<file path="config.mk">
export PLATFORM = sky130hd
export DESIGN_NAME = sram_port_ctrl
export DESIGN_NICKNAME = d
export VERILOG_FILES = /design/src/rtl/sram_ctrl_pkg.sv /design/src/rtl/sram_cmd_decode.sv /design/src/rtl/sram_lane_store.sv /design/src/rtl/sram_bus_drive.sv /design/src/rtl/sram_port_ctrl.sv
export SDC_FILE = /design/constraint.sdc
export NUM_CORES = 1
export LEC_CHECK = 0
export BUFFER_PORTS_ARGS = -buffer_cell sky130_fd_sc_hd__buf_4
export CAP_MARGIN = 20
export CORE_MARGIN = 3
export CORE_UTILIZATION = 65
export CTS_CLUSTER_SIZE = 10
export DETAILED_ROUTE_END_ITERATION = 10
export PLACE_DENSITY = 0.82
export RECOVER_POWER = 50
export REMOVE_ABC_BUFFERS = 1
export SLEW_MARGIN = 30
export SYNTH_ARGS = -nofsm -noshare
export SYNTH_HDL_FRONTEND = slang
export SYNTH_SLANG_ARGS = --single-unit
</file>
<file path="constraint.sdc">
create_clock -name clk -period 6.1 [get_ports clk]
set_input_delay 1.22 -clock clk [delete_from_list [all_inputs] [get_ports clk]]
set_output_delay 1.22 -clock clk [all_outputs]
set_load 0.02 [all_outputs]
</file>
<file path="src/rtl/sram_ctrl_pkg.sv">
// Package: shared command type and select decode for the SRAM port control.
// Assumes: the three chip enables have fixed polarities (low, high, low).
package sram_ctrl_pkg;

    typedef enum logic [1:0] {
        OP_NONE  = 2'd0,
        OP_READ  = 2'd1,
        OP_WRITE = 2'd2
    } op_e;

    // True when all three chip enables are at their active level.
    function automatic logic chip_selected(input logic ce1_n, input logic ce2,
                                           input logic ce3_n);
        return !ce1_n && ce2 && !ce3_n;
    endfunction

endpackage

</file>
<file path="src/rtl/sram_cmd_decode.sv">
// Module: decodes chip enables, write enable and strobes into a command on each
// recognised edge, and keeps the phase state (read, write data, idle exit).
// Assumes: clk_en_n high freezes every register here; sleep blocks commands.
module sram_cmd_decode
    import sram_ctrl_pkg::*;
#(
    parameter int ADDR_W = 6,
    parameter int LANES  = 2
) (
    input  logic              clk,
    input  logic              rst_n,
    input  logic              clk_en_n,
    input  logic              ce1_n,
    input  logic              ce2,
    input  logic              ce3_n,
    input  logic              we_n,
    input  logic [LANES-1:0]  bw_n,
    input  logic              sleep,
    input  logic [ADDR_W-1:0] addr,
    output logic              rd_now,
    output logic              commit,
    output logic              rd_phase,
    output logic              wr_phase,
    output logic              first_phase,
    output logic [ADDR_W-1:0] wr_addr,
    output logic [LANES-1:0]  wr_lanes
);

    logic edge_en;
    logic active;
    op_e  op_now;
    logic idle_q;

    // Classify the command presented at this edge.
    always_comb begin
        edge_en = !clk_en_n;
        active  = chip_selected(ce1_n, ce2, ce3_n) && !sleep;
        if (!active)   op_now = OP_NONE;
        else if (we_n) op_now = OP_READ;
        else           op_now = OP_WRITE;
    end

    // Register phase state and the write target on recognised edges only.
    always_ff @(posedge clk) begin
        if (!rst_n) begin
            rd_phase    <= 1'b0;
            wr_phase    <= 1'b0;
            first_phase <= 1'b0;
            idle_q      <= 1'b1;
            wr_addr     <= '0;
            wr_lanes    <= '0;
        end else if (edge_en) begin
            rd_phase    <= (op_now == OP_READ);
            wr_phase    <= (op_now == OP_WRITE);
            first_phase <= (op_now != OP_NONE) && idle_q;
            idle_q      <= (op_now == OP_NONE);
            if (op_now == OP_WRITE) begin
                wr_addr  <= addr;
                wr_lanes <= ~bw_n;
            end
        end
    end

    // A read loads its data now; a pending write lands unless sleep cancels it.
    always_comb begin
        rd_now = edge_en && (op_now == OP_READ);
        commit = edge_en && wr_phase && !sleep;
    end

endmodule

</file>
<file path="src/rtl/sram_lane_store.sv">
// Module: storage and read register for one byte lane (data byte plus parity).
// Assumes: at most one write and one read per edge; a read of the word being
// written at the same edge sees the new value of this lane.
module sram_lane_store #(
    parameter int ADDR_W = 6,
    parameter int WORD_W = 9
) (
    input  logic              clk,
    input  logic              rst_n,
    input  logic              wr_en,
    input  logic [ADDR_W-1:0] wr_addr,
    input  logic [WORD_W-1:0] wr_data,
    input  logic              rd_en,
    input  logic [ADDR_W-1:0] rd_addr,
    output logic [WORD_W-1:0] rd_data
);

    localparam int DEPTH = 1 << ADDR_W;

    logic [WORD_W-1:0] mem [DEPTH];
    logic [WORD_W-1:0] rd_src;

    // Array write; contents are not reset so data survives sleep.
    always_ff @(posedge clk) begin
        if (wr_en) mem[wr_addr] <= wr_data;
    end

    // Pick stored data, or the lane being written at this same edge.
    always_comb begin
        if (wr_en && (wr_addr == rd_addr)) rd_src = wr_data;
        else                               rd_src = mem[rd_addr];
    end

    // Read data register, loaded only by a read command.
    always_ff @(posedge clk) begin
        if (!rst_n)     rd_data <= '0;
        else if (rd_en) rd_data <= rd_src;
    end

endmodule

</file>
<file path="src/rtl/sram_bus_drive.sv">
// Module: decides whether the shared data bus drives.
// Assumes: oe_n and sleep are asynchronous and gate the result directly; the
// internal phase flags override oe_n.
module sram_bus_drive (
    input  logic oe_n,
    input  logic sleep,
    input  logic rd_phase,
    input  logic wr_phase,
    input  logic first_phase,
    output logic drive
);

    // Drive only read data, never in write, idle-exit or sleep cycles.
    always_comb begin
        drive = rd_phase && !wr_phase && !first_phase && !oe_n && !sleep;
    end

endmodule

</file>
<file path="src/rtl/sram_port_ctrl.sv">
// Module: top of the SRAM port control. Ties together command decode, one
// storage lane per byte strobe, and bus drive control.
// Assumes: a single clock; data taken from dq_in one recognised edge after a
// write command; read data presented one cycle after the read command.
module sram_port_ctrl #(
    parameter int ADDR_W = 6,
    parameter int LANES  = 2,
    parameter int BYTE_W = 8
) (
    input  logic                    clk,
    input  logic                    rst_n,
    input  logic                    clk_en_n,
    input  logic                    ce1_n,
    input  logic                    ce2,
    input  logic                    ce3_n,
    input  logic                    we_n,
    input  logic [LANES-1:0]        bw_n,
    input  logic                    oe_n,
    input  logic                    sleep,
    input  logic [ADDR_W-1:0]       addr,
    input  logic [LANES*BYTE_W-1:0] dq_in,
    input  logic [LANES-1:0]        dqp_in,
    output logic [LANES*BYTE_W-1:0] dq_out,
    output logic [LANES-1:0]        dqp_out,
    output logic                    dq_oe
);

    localparam int LANE_W = BYTE_W + 1;

    logic              rd_now;
    logic              commit;
    logic              rd_phase;
    logic              wr_phase;
    logic              first_phase;
    logic [ADDR_W-1:0] wr_addr;
    logic [LANES-1:0]  wr_lanes;

    sram_cmd_decode #(
        .ADDR_W (ADDR_W),
        .LANES  (LANES)
    ) u_decode (
        .clk         (clk),
        .rst_n       (rst_n),
        .clk_en_n    (clk_en_n),
        .ce1_n       (ce1_n),
        .ce2         (ce2),
        .ce3_n       (ce3_n),
        .we_n        (we_n),
        .bw_n        (bw_n),
        .sleep       (sleep),
        .addr        (addr),
        .rd_now      (rd_now),
        .commit      (commit),
        .rd_phase    (rd_phase),
        .wr_phase    (wr_phase),
        .first_phase (first_phase),
        .wr_addr     (wr_addr),
        .wr_lanes    (wr_lanes)
    );

    for (genvar g = 0; g < LANES; g++) begin : g_lane
        logic [LANE_W-1:0] lane_wdata;
        logic [LANE_W-1:0] lane_rdata;

        // Parity bit rides above its byte so both share one strobe.
        always_comb lane_wdata = {dqp_in[g], dq_in[g*BYTE_W +: BYTE_W]};

        sram_lane_store #(
            .ADDR_W (ADDR_W),
            .WORD_W (LANE_W)
        ) u_lane (
            .clk     (clk),
            .rst_n   (rst_n),
            .wr_en   (commit && wr_lanes[g]),
            .wr_addr (wr_addr),
            .wr_data (lane_wdata),
            .rd_en   (rd_now),
            .rd_addr (addr),
            .rd_data (lane_rdata)
        );

        // Split the lane word back onto data and parity outputs.
        always_comb begin
            dq_out[g*BYTE_W +: BYTE_W] = lane_rdata[BYTE_W-1:0];
            dqp_out[g]                 = lane_rdata[BYTE_W];
        end
    end

    sram_bus_drive u_drive (
        .oe_n        (oe_n),
        .sleep       (sleep),
        .rd_phase    (rd_phase),
        .wr_phase    (wr_phase),
        .first_phase (first_phase),
        .drive       (dq_oe)
    );

endmodule

</file>
# ---- Yosys cells after proc, flatten, opt, wreduce, memory -nomap -nowiden
# Memories as Yosys holds them, arrays and structs flattened. A register that Yosys moved wholly into a read port is not among the register bits.
# Index checks and enable logic that the tools add are counted.
dict set report word_totals {
  register_bits 12
  mem_bits_rw 1152
  input_bits 35
  out_inout_bits 19
  wordCells 43
  n_memories 2
}
# name words word_bits read_ports rd_ports_with_merged_regs write_ports line_no
set mem_list {}
lappend mem_list {{g_lane[0].u_lane.mem} 64 9 1 1 1 sram_lane_store.sv:20} ;# logic [WORD_W-1:0] mem [DEPTH];
lappend mem_list {{g_lane[1].u_lane.mem} 64 9 1 1 1 sram_lane_store.sv:20}
dict set report classes {
  n_eq_ne 2
  n_mux 6
  bitwise_logic 2
  reduce_logical 25
}
# op count
set ops {}
lappend ops {{1-bit logical AND} 13}
lappend ops {{1-bit zero test} 9}
lappend ops {{1-bit 2-to-1 mux} 4}
lappend ops {{2-bit 2-to-1 mux} 2}
lappend ops {{2-bit by 1-bit == test with 1-bit output (second input constant)} 1}
lappend ops {{2-bit == test (second input constant)} 1}
lappend ops {{2-bit zero test} 1}
lappend ops {{2-bit NOT} 1}
lappend ops {{2-bit AND reduction} 1}
lappend ops {{2-bit nonzero test} 1}
lappend ops {{1-bit NOT} 1}

# ---- Longest topological paths before layout
# Gate-level depths: netlist (run 1).
dict set report depth {
  ltp_word 7
  depth_mapped 11
  ltp_nobuf 6
}

# ---- By module
# From an unflattened synthesis (run 1), not the netlist that was laid out.
dict set report unflattened {
  cells_unflattened 2228
  area_unflattened_um2 46064.2
}
# module n_inst cells_per_inst area_per_inst_um2
set by_module_without_submodules {}
lappend by_module_without_submodules {sram_lane_store 2 1085 22761.8}
lappend by_module_without_submodules {sram_cmd_decode 1 54 509.2}
lappend by_module_without_submodules {sram_bus_drive 1 2 18.8}
lappend by_module_without_submodules {sram_port_ctrl 1 2 12.5}

# ---- Least setup slack after synthesis (run 1)
# Ideal clock, no wire load.
dict set report synth_path {
  path_type {input to register}
  start {input port clk_en_n}
  end {memory g_lane[0].u_lane.mem[59][0] (enable)}
  arrival_time_ns 2.576
  required_time_ns 5.726
  setup_slack_ns 3.149
  stages 5
  n_path_buf 1
  path_cell_list {nor2_1 > and3_1 > clkbuf_1 > nand4_1 > nor2_1}
}
dict set report synth_via {
  elab_chain_cells 6
}
# element line_no
set synth_rtl {}
lappend synth_rtl {{start: declaration} sram_port_ctrl.sv:12} ;# input logic clk_en_n,
lappend synth_rtl {{1-bit zero test} sram_cmd_decode.sv:36} ;# edge_en = !clk_en_n;
lappend synth_rtl {{1-bit logical AND (2 in series)} sram_cmd_decode.sv:67} ;# commit = edge_en && wr_phase && !sleep;
lappend synth_rtl {{1-bit logical AND} sram_port_ctrl.sv:74} ;# .wr_en (commit && wr_lanes[g]),
lappend synth_rtl {{1-bit 2-to-1 mux} sram_lane_store.sv:25} ;# if (wr_en) mem[wr_addr] <= wr_data;
lappend synth_rtl {{1-bit 2-to-1 mux (not written as such)} sram_lane_store.sv:25}
lappend synth_rtl {{end: declaration} sram_lane_store.sv:20}
# No other way between the ends.

# ---- Final worst setup path (run 1)
dict set report layout_path {
  start {register u_decode.wr_addr[1]}
  end {memory g_lane[1].u_lane.mem[55][7] (enable)}
}
# element line_no
set layout_rtl {}
lappend layout_rtl {{start: declaration} sram_cmd_decode.sv:25} ;# output logic [ADDR_W-1:0] wr_addr,
lappend layout_rtl {{start signal: assignment} sram_cmd_decode.sv:58} ;# wr_addr <= addr;
lappend layout_rtl {{end: declaration} sram_lane_store.sv:20}
# No word-level cell before the write port.

==> impl_metrics.env, run 1 <==
export IMPL_ys_top_cells_by_area="edfxtp_1, mux4_2, mux2i_1"
export IMPL_skew_ns=0.0245
export IMPL_cp_start_kind="register"
export IMPL_cts_root_buf="clkbuf_16"
export IMPL_numCtsBuffers=136
export IMPL_grt_max_degree=87
export IMPL_cp_max_fo=11
export IMPL_cts_resized=0
export IMPL_route_vias_total=24525
export IMPL_cp_required_ns=6.42
export IMPL_synth_warning_count=0
export IMPL_max_cap_violations=18
export IMPL_firstDrtPassIters=6
export IMPL_place_gp_congestion=0.885
export IMPL_synth_top_area_frac=0.753
export IMPL_synth_commonest_cells="edfxtp_1, mux4_2, nor2_1"
export IMPL_slew_headroom=-1.28
export IMPL_worst_slew_pin_slew_ns=3.42
export IMPL_drt_iter0_drc=4369
export IMPL_syn_area_um2=45900
export IMPL_cp_arrival_ns=3.99
export IMPL_critPathSlowestCell="nor2_1"
export IMPL_postCtsSetupBuffers=0
export IMPL_grt_overflow=0
export IMPL_synth_simple_gate_area_share=0.0378
export IMPL_synthFlopType="edfxtp_1"
export IMPL_die_area_um2=73900
export IMPL_synthAdderAreaFrac=0
export IMPL_violations="max-capacitance violations, max-slew violations"
export IMPL_postRouteAntennaNets=0
export IMPL_cts_tree="done"
export IMPL_max_stage_delay_ns=0.94
export IMPL_cts_hold_repair_buffers=0
export IMPL_tns_ns=0
export IMPL_grt_pass1_wl_mm=174
export IMPL_ys_types=48
export IMPL_path_clk_slew_ns=0.06
export IMPL_dp_hpwl_mm=65.8
export IMPL_synth_compound_area_frac=0.0314
export IMPL_min_period_ns=3.67
export IMPL_die_h_um=272
export IMPL_synth_most_common_cell="edfxtp_1"
export IMPL_final_nets=2383
export IMPL_clk_latency_ns=0.72
export IMPL_synth_seq_area_share=0.766
export IMPL_drc=0
export IMPL_via_per_inst=7.39
export IMPL_period_share=0.601
export IMPL_critPathKind="reg -> reg"
export IMPL_dp_cells=3139
export IMPL_synth_edff_count=1152
export IMPL_drt_wirelength_per_cell_um=35.7
export IMPL_die_w_um=272
export IMPL_rows=96
export IMPL_syn_area_per_cell_um2=20.3
export IMPL_rsz0062_at_grt="false"
export IMPL_worst_setup_path_end_kind="register"
export IMPL_status="complete, but fails checks"
export IMPL_synthCells=2258
export IMPL_htreeDepth=4
export IMPL_clkSinkCount=1182
export IMPL_layout_area_overhead_vs_synth_pct=10.5
export IMPL_grt_pass1_vias=25198
export IMPL_p_per_area_nw_per_um2=331
export IMPL_max_freq_mhz=273
export IMPL_ys_async_sr_fraction=0
export IMPL_finalSetupViolCount=0
export IMPL_p_leak_uw=0.0159
export IMPL_r2r_slack_ns=2.43
export IMPL_drive_above_1_share=0.204
export IMPL_cp_cell_sequence="nand3_1, nand2b_1, nor2_1"
export IMPL_design_portCount=54
export IMPL_grt_usage=0.329
export IMPL_finalMaxSlewViolations=1188
export IMPL_synth_mux_area_fraction=0.147
export IMPL_synth_top_cell_by_area="edfxtp_1"
export IMPL_crit_family="simple AND/OR/NAND/NOR gates"
export IMPL_drt_wl_total_mm=118
export IMPL_clockBufferDepth=3
export IMPL_grt_antenna_before_repair=1
export IMPL_io_buffers=53
export IMPL_path_buf_inv=0
export IMPL_hold_class="reg -> reg"
export IMPL_fillers=3566
export IMPL_vdd_drop_max_mv=0.238
export IMPL_post_synth_xor_area_fraction=0.00114
export IMPL_ys_seq_elements=1182
export IMPL_final_cells=3317
export IMPL_timing_final_hold_violations=0
export IMPL_synth_top_family_by_area="multiplexers"
export IMPL_start_util=0.663
export IMPL_core_um2=69300
==> cell type report <==
class | instances | area, um2 | share of cell area
sequential | 1182 | 35200 | 0.693
multi-input combinational | 941 | 10100 | 0.198
timing repair buffer | 75 | 602 | 0.0118
inverter | 12 | 45.0 | 0.000887
tap | 931 | 1160 | 0.0229
antenna | 1 | 2.50 | 0.0000493
clock inverter | 10 | 101 | 0.00200
clock buffer | 165 | 3620 | 0.0712
==> worst min-delay path, delay by kind of cell (launching register included) <==
| kind | cells | cell delay, ns |
|---|---|---|
| and+or+nand+nor | 1 | 0.06 |
| DFF | 1 | 0.32 |
| AOI/OAI and AO/OA | 1 | 0.07 |
==> power breakdown <==
group          leakage (uW)  internal (uW)  switching, uW
sequential           0.0106           8930           3.46
combinational       0.00352            241            484
clock               0.00181           4130           3010
total                0.0159          13300           3490
==> flip-flops by register name (all words and copies together), names as in the netlist <==
register               cells
u_decode.wr_lanes          2
u_decode.first_phase       1
u_decode.wr_addr           6
u_decode.idle_q            1
g_lane.u_lane.mem       1152
u_decode.rd_phase          1
g_lane.u_lane.rd_data     18
u_decode.wr_phase          1
==> routing by layer <==
metal | GRT usage | up-vias | share of wire
li1 | - | 9461 | -
met1 | 0.443 | 12411 | 0.33
met2 | 0.506 | 2192 | 0.48
met3 | 0.0997 | 459 | 0.14
met4 | 0.155 | 2 | 0.054
met5 | 0 | - | 0.00011
==> final timing paths <==
kind                            start                           to  cells past startpoint
setup / recovery  u_decode.wr_addr[1]  g_lane[1].u_lane.mem[55][7]                      3
hold / removal      u_decode.rd_phase            u_decode.rd_phase                      2
hold reg to reg     u_decode.rd_phase            u_decode.rd_phase                      2
setup reg to reg  u_decode.wr_addr[1]  g_lane[1].u_lane.mem[55][7]                      3
==> logic make-up after synthesis <==
| kind of cell | Yosys count |
|---|---|
| buf+inv | 135 |
| simple gates | 371 |
| flops | 1182 |
| compound gates | 209 |
| xor+xnor | 6 |
| mux | 355 |
==> placed cells by master, fill, tap and decap left out, types with 3 or more instances in the layout <==
cell and n:
a22oi_1 74, mux4_1 4, nand2b_1 10, or2_2 3
or3b_2 5, o21ai_0 16, nand3b_1 9, buf_4 31
and3_1 5, nor2_2 21, a211oi_1 14, nor2b_1 25
o22ai_1 27, mux2i_1 96, nor4_1 12, mux2_2 5
a221o_1 3, nand4_1 3, dfxtp_1 30, nor3b_1 3
and2_1 3, mux4_2 250, edfxtp_1 1152, or3_1 5
clkbuf_16 141, nor2_1 155, nor3_1 23, nand2_1 49
o211ai_1 3, a21oi_1 40, xor2_1 6, nand3_1 29
buf_12 9, o221ai_1 21, clkbuf_1 54, inv_1 12
inv_6 7
==> stage by stage <==
step	power [uW]	util	hold slack (ns)	setup slack (ns)	instance area [um2]
after floorplan	9360	-	0.451	3.16	45200
after global placement	9760	0.679	0.468	1.72	47100
after detailed placement	9780	0.679	0.491	1.93	47100
after CTS	16800	0.733	0.499	2.64	50800
after global routing	17100	0.733	0.517	2.20	50800
final	16800	0.733	0.495	2.43	50800
Power figures use the tool's default switching activity.
==> run 2, diff against run 1 <==
ABC_AREA = 1   (was not set)
CORE_UTILIZATION = 63   (was 65)
PLACE_DENSITY = 0.8   (was 0.82)
clock period = 3.85 ns   (was 6.1 ns; I/O delays follow)
==> run 2 against run 1 <==
The flow still finishes with violations (max-capacitance violations, max-slew violations). First-iteration DRC count rose by 11%. Combinational power grew 110%. Clock power is 58% higher. Setup slack got worse by 1.8 ns. Critical path depth down 2. Sequential cell count stayed put. Cell area is 6.3% higher.
==> impl_metrics.env, run 2 <==
export IMPL_rsz0062_at_grt="false"
export IMPL_clk_latency_ns=0.72
export IMPL_synth_commonest_cells="nand2_1, edfxtp_1, nand3_1"
export IMPL_slew_headroom=-1.30
export IMPL_route_vias_total=33735
export IMPL_worst_slew_pin_slew_ns=3.44
export IMPL_critPathSlowestCell="clkbuf_1"
export IMPL_drt_iter0_drc=4848
export IMPL_die_area_um2=80100
export IMPL_postRouteAntennaNets=0
export IMPL_grt_pass1_wl_mm=190
export IMPL_numCtsBuffers=136
export IMPL_syn_area_um2=48400
export IMPL_synth_most_common_cell="nand2_1"
export IMPL_ys_async_sr_fraction=0
export IMPL_worst_slack_ns=0.655
export IMPL_dp_hpwl_mm=70.4
export IMPL_grt_max_degree=184
export IMPL_cp_cell_sequence="clkbuf_1"
export IMPL_grt_antenna_before_repair=2
export IMPL_htreeDepth=4
export IMPL_synth_edff_count=1152
export IMPL_period_share=0.830
export IMPL_finalSetupViolCount=0
export IMPL_die_h_um=283
export IMPL_path_clk_slew_ns=0.05
export IMPL_postCtsSetupBuffers=0
export IMPL_layout_common_cells="nand2_1, edfxtp_1, nand3_1"
export IMPL_topRoutingLayerUsed="met4"
export IMPL_path_buf_inv=1
export IMPL_whs_path_depth=3
export IMPL_drc=0
export IMPL_final_common_cell="nand2_1"
export IMPL_r2r_slack_ns=1.13
export IMPL_place_gp_congestion=0.878
export IMPL_synthFlopType="edfxtp_1"
export IMPL_die_w_um=283
export IMPL_ys_seq_elements=1182
export IMPL_firstDrtPassIters=6
export IMPL_critPathKind="in -> reg"
export IMPL_reg2reg_to="g_lane[1].u_lane.mem[35][8]"
export IMPL_max_cap_violations=19
export IMPL_max_stage_delay_ns=2.38
export IMPL_status="complete, but fails checks"
export IMPL_synth_warning_count=0
export IMPL_design_portCount=54
export IMPL_syn_area_per_cell_um2=11.4
export IMPL_cts_resized=0
export IMPL_rows=100
export IMPL_start_util=0.643
export IMPL_ys_types=21
export IMPL_cts_tree="done"
export IMPL_io_buffers=53
export IMPL_final_nets=4358
export IMPL_hold_class="in -> reg"
export IMPL_violations="max-capacitance violations, max-slew violations"
export IMPL_cts_root_buf="clkbuf_16"
export IMPL_synth_top_cell_by_area="edfxtp_1"
export IMPL_min_from="clk_en_n"
export IMPL_max_freq_mhz=313
export IMPL_r2r_cells=4
export IMPL_cp_arrival_ns=3.20
export IMPL_via_per_inst=6.24
export IMPL_cts_hold_repair_buffers=0
export IMPL_cp_start_kind="primary input"
export IMPL_drive_above_1_share=0.0858
export IMPL_vdd_drop_max_mv=0.503
export IMPL_crit_family="buffers and inverters"
export IMPL_drt_wirelength_per_cell_um=23.0
export IMPL_drt_wl_total_mm=124
export IMPL_met3_length_mm=14.5
export IMPL_worst_setup_path_end_kind="register"
export IMPL_wl_met2_mm=59.7
export IMPL_p_per_area_nw_per_um2=500
export IMPL_clkSinkCount=1182
export IMPL_min_to="u_decode.wr_phase"
export IMPL_grt_usage=0.308
export IMPL_synth_top_area_frac=0.715
export IMPL_grt_pass1_vias=32535
export IMPL_min_period_ns=3.20
export IMPL_synthCells=4235
export IMPL_core_um2=75200
export IMPL_layout_area_overhead_vs_synth_pct=11.6
export IMPL_cp_required_ns=3.86
export IMPL_cp_max_fo=65
export IMPL_dpl_worst_slack_ns=0.705
export IMPL_timing_final_hold_violations=0
export IMPL_finalMaxSlewViolations=1202
export IMPL_grt_overflow=0
export IMPL_reg_top3="g_lane.u_lane.mem (1152), g_lane.u_lane.rd_data (18), u_decode.wr_addr (6)"
export IMPL_clockBufferDepth=3
export IMPL_drt_met1_wl_mm=45.4
export IMPL_synth_seq_area_share=0.728
export IMPL_skew_ns=0.0241
export IMPL_final_util=0.718
export IMPL_ys_top_cells_by_area="edfxtp_1, nand2_1, nand3_1"
export IMPL_regMostFlops="g_lane.u_lane.mem"
export IMPL_r2r_start="u_decode.wr_addr[5]"
export IMPL_p_leak_uw=0.0194
export IMPL_largest_reg_flops=1152
run 2: cell types whose count changed after synthesis, sizes merged, moves of 15 or more:
cell	before	now
o22ai	27	0
clkbuf	39	64
mux2i	96	0
nor2b	28	0
or2	3	18
nand3	29	994
nand2	49	1536
a22oi	74	0
o221ai	21	0
mux4	254	0
buf	84	203
nor2	176	136
run 2: area by class of cell:
cell class	count	area, um2
flip-flops and latches	1182	35200
fillers	4799	21200
multi-input cells	2763	11800
clock buffers	188	3690
repair buffers	217	1800
well taps	1020	1280
clock inverters	10	105
inverters	23	104
diodes	2	5.00
run 2: routing by layer:
metal,track usage,up-vias
met5,0,-
met4,0.135,0
met3,0.0621,339
met2,0.486,2329
met1,0.424,16113
li1,-,14954
run 2: worst register-to-register path, stage by stage, from the launching register on:
cell and delay, ns:
dfxtp_1 0.44, inv_1 0.19, nor3_1 0.72, nand2_1 0.29, nor2_1 0.71
run 2: stage by stage:
stage	hold slack (ns)	cells	instance area, um2	setup TNS, ns	power, uW
4_1_cts	0.293	5402	54000	0	27000
5_1_grt	0.322	5405	54000	0	27700
3_3_place_gp	0.444	5204	50200	0	15800
3_5_place_dp	0.456	5204	50200	0	15900
2_1_floorplan	0.429	3968	47100	-38.34	15100
6_report	0.319	5405	54000	0	27000
run 2: how the worst max path moves through the flow:
stage | startpoint | to | slack (ns) | cells after the start
finish | dq_in[13] | g_lane[1].u_lane.mem[41][5] | 0.65 | 1
global route | dq_in[13] | g_lane[1].u_lane.mem[4][5] | 0.51 | 1
detailed placement | addr[0] | g_lane[1].u_lane.rd_data[5] | 0.71 | 13
CTS | u_decode.wr_addr[4] | g_lane[1].u_lane.mem[20][6] | 1.21 | 4
floorplan | addr[0] | g_lane[0].u_lane.rd_data[5] | -2.13 | 11
global placement | addr[0] | g_lane[1].u_lane.rd_data[5] | 0.70 | 13
run 2: cells by family (layout without fill, tap and decap cells):
kind of cell	after synthesis	after routing	synth area share
AND/OR/NAND/NOR	2706	2706	0.238
flip-flops	1182	1182	0.728
buffers and inverters	290	438	0.0287
AO/OA/AOI/OAI	57	57	0.00590
other	0	2	0
run 2: power breakdown:
group | switching [uW] | total [uW] | leakage [uW] | internal [uW]
Combinational | 1140 | 1500 | 0.00700 | 366
Clock | 4690 | 11300 | 0.00184 | 6610
Sequential | 5.54 | 14200 | 0.0106 | 14200
Total | 5840 | 27000 | 0.0194 | 21100
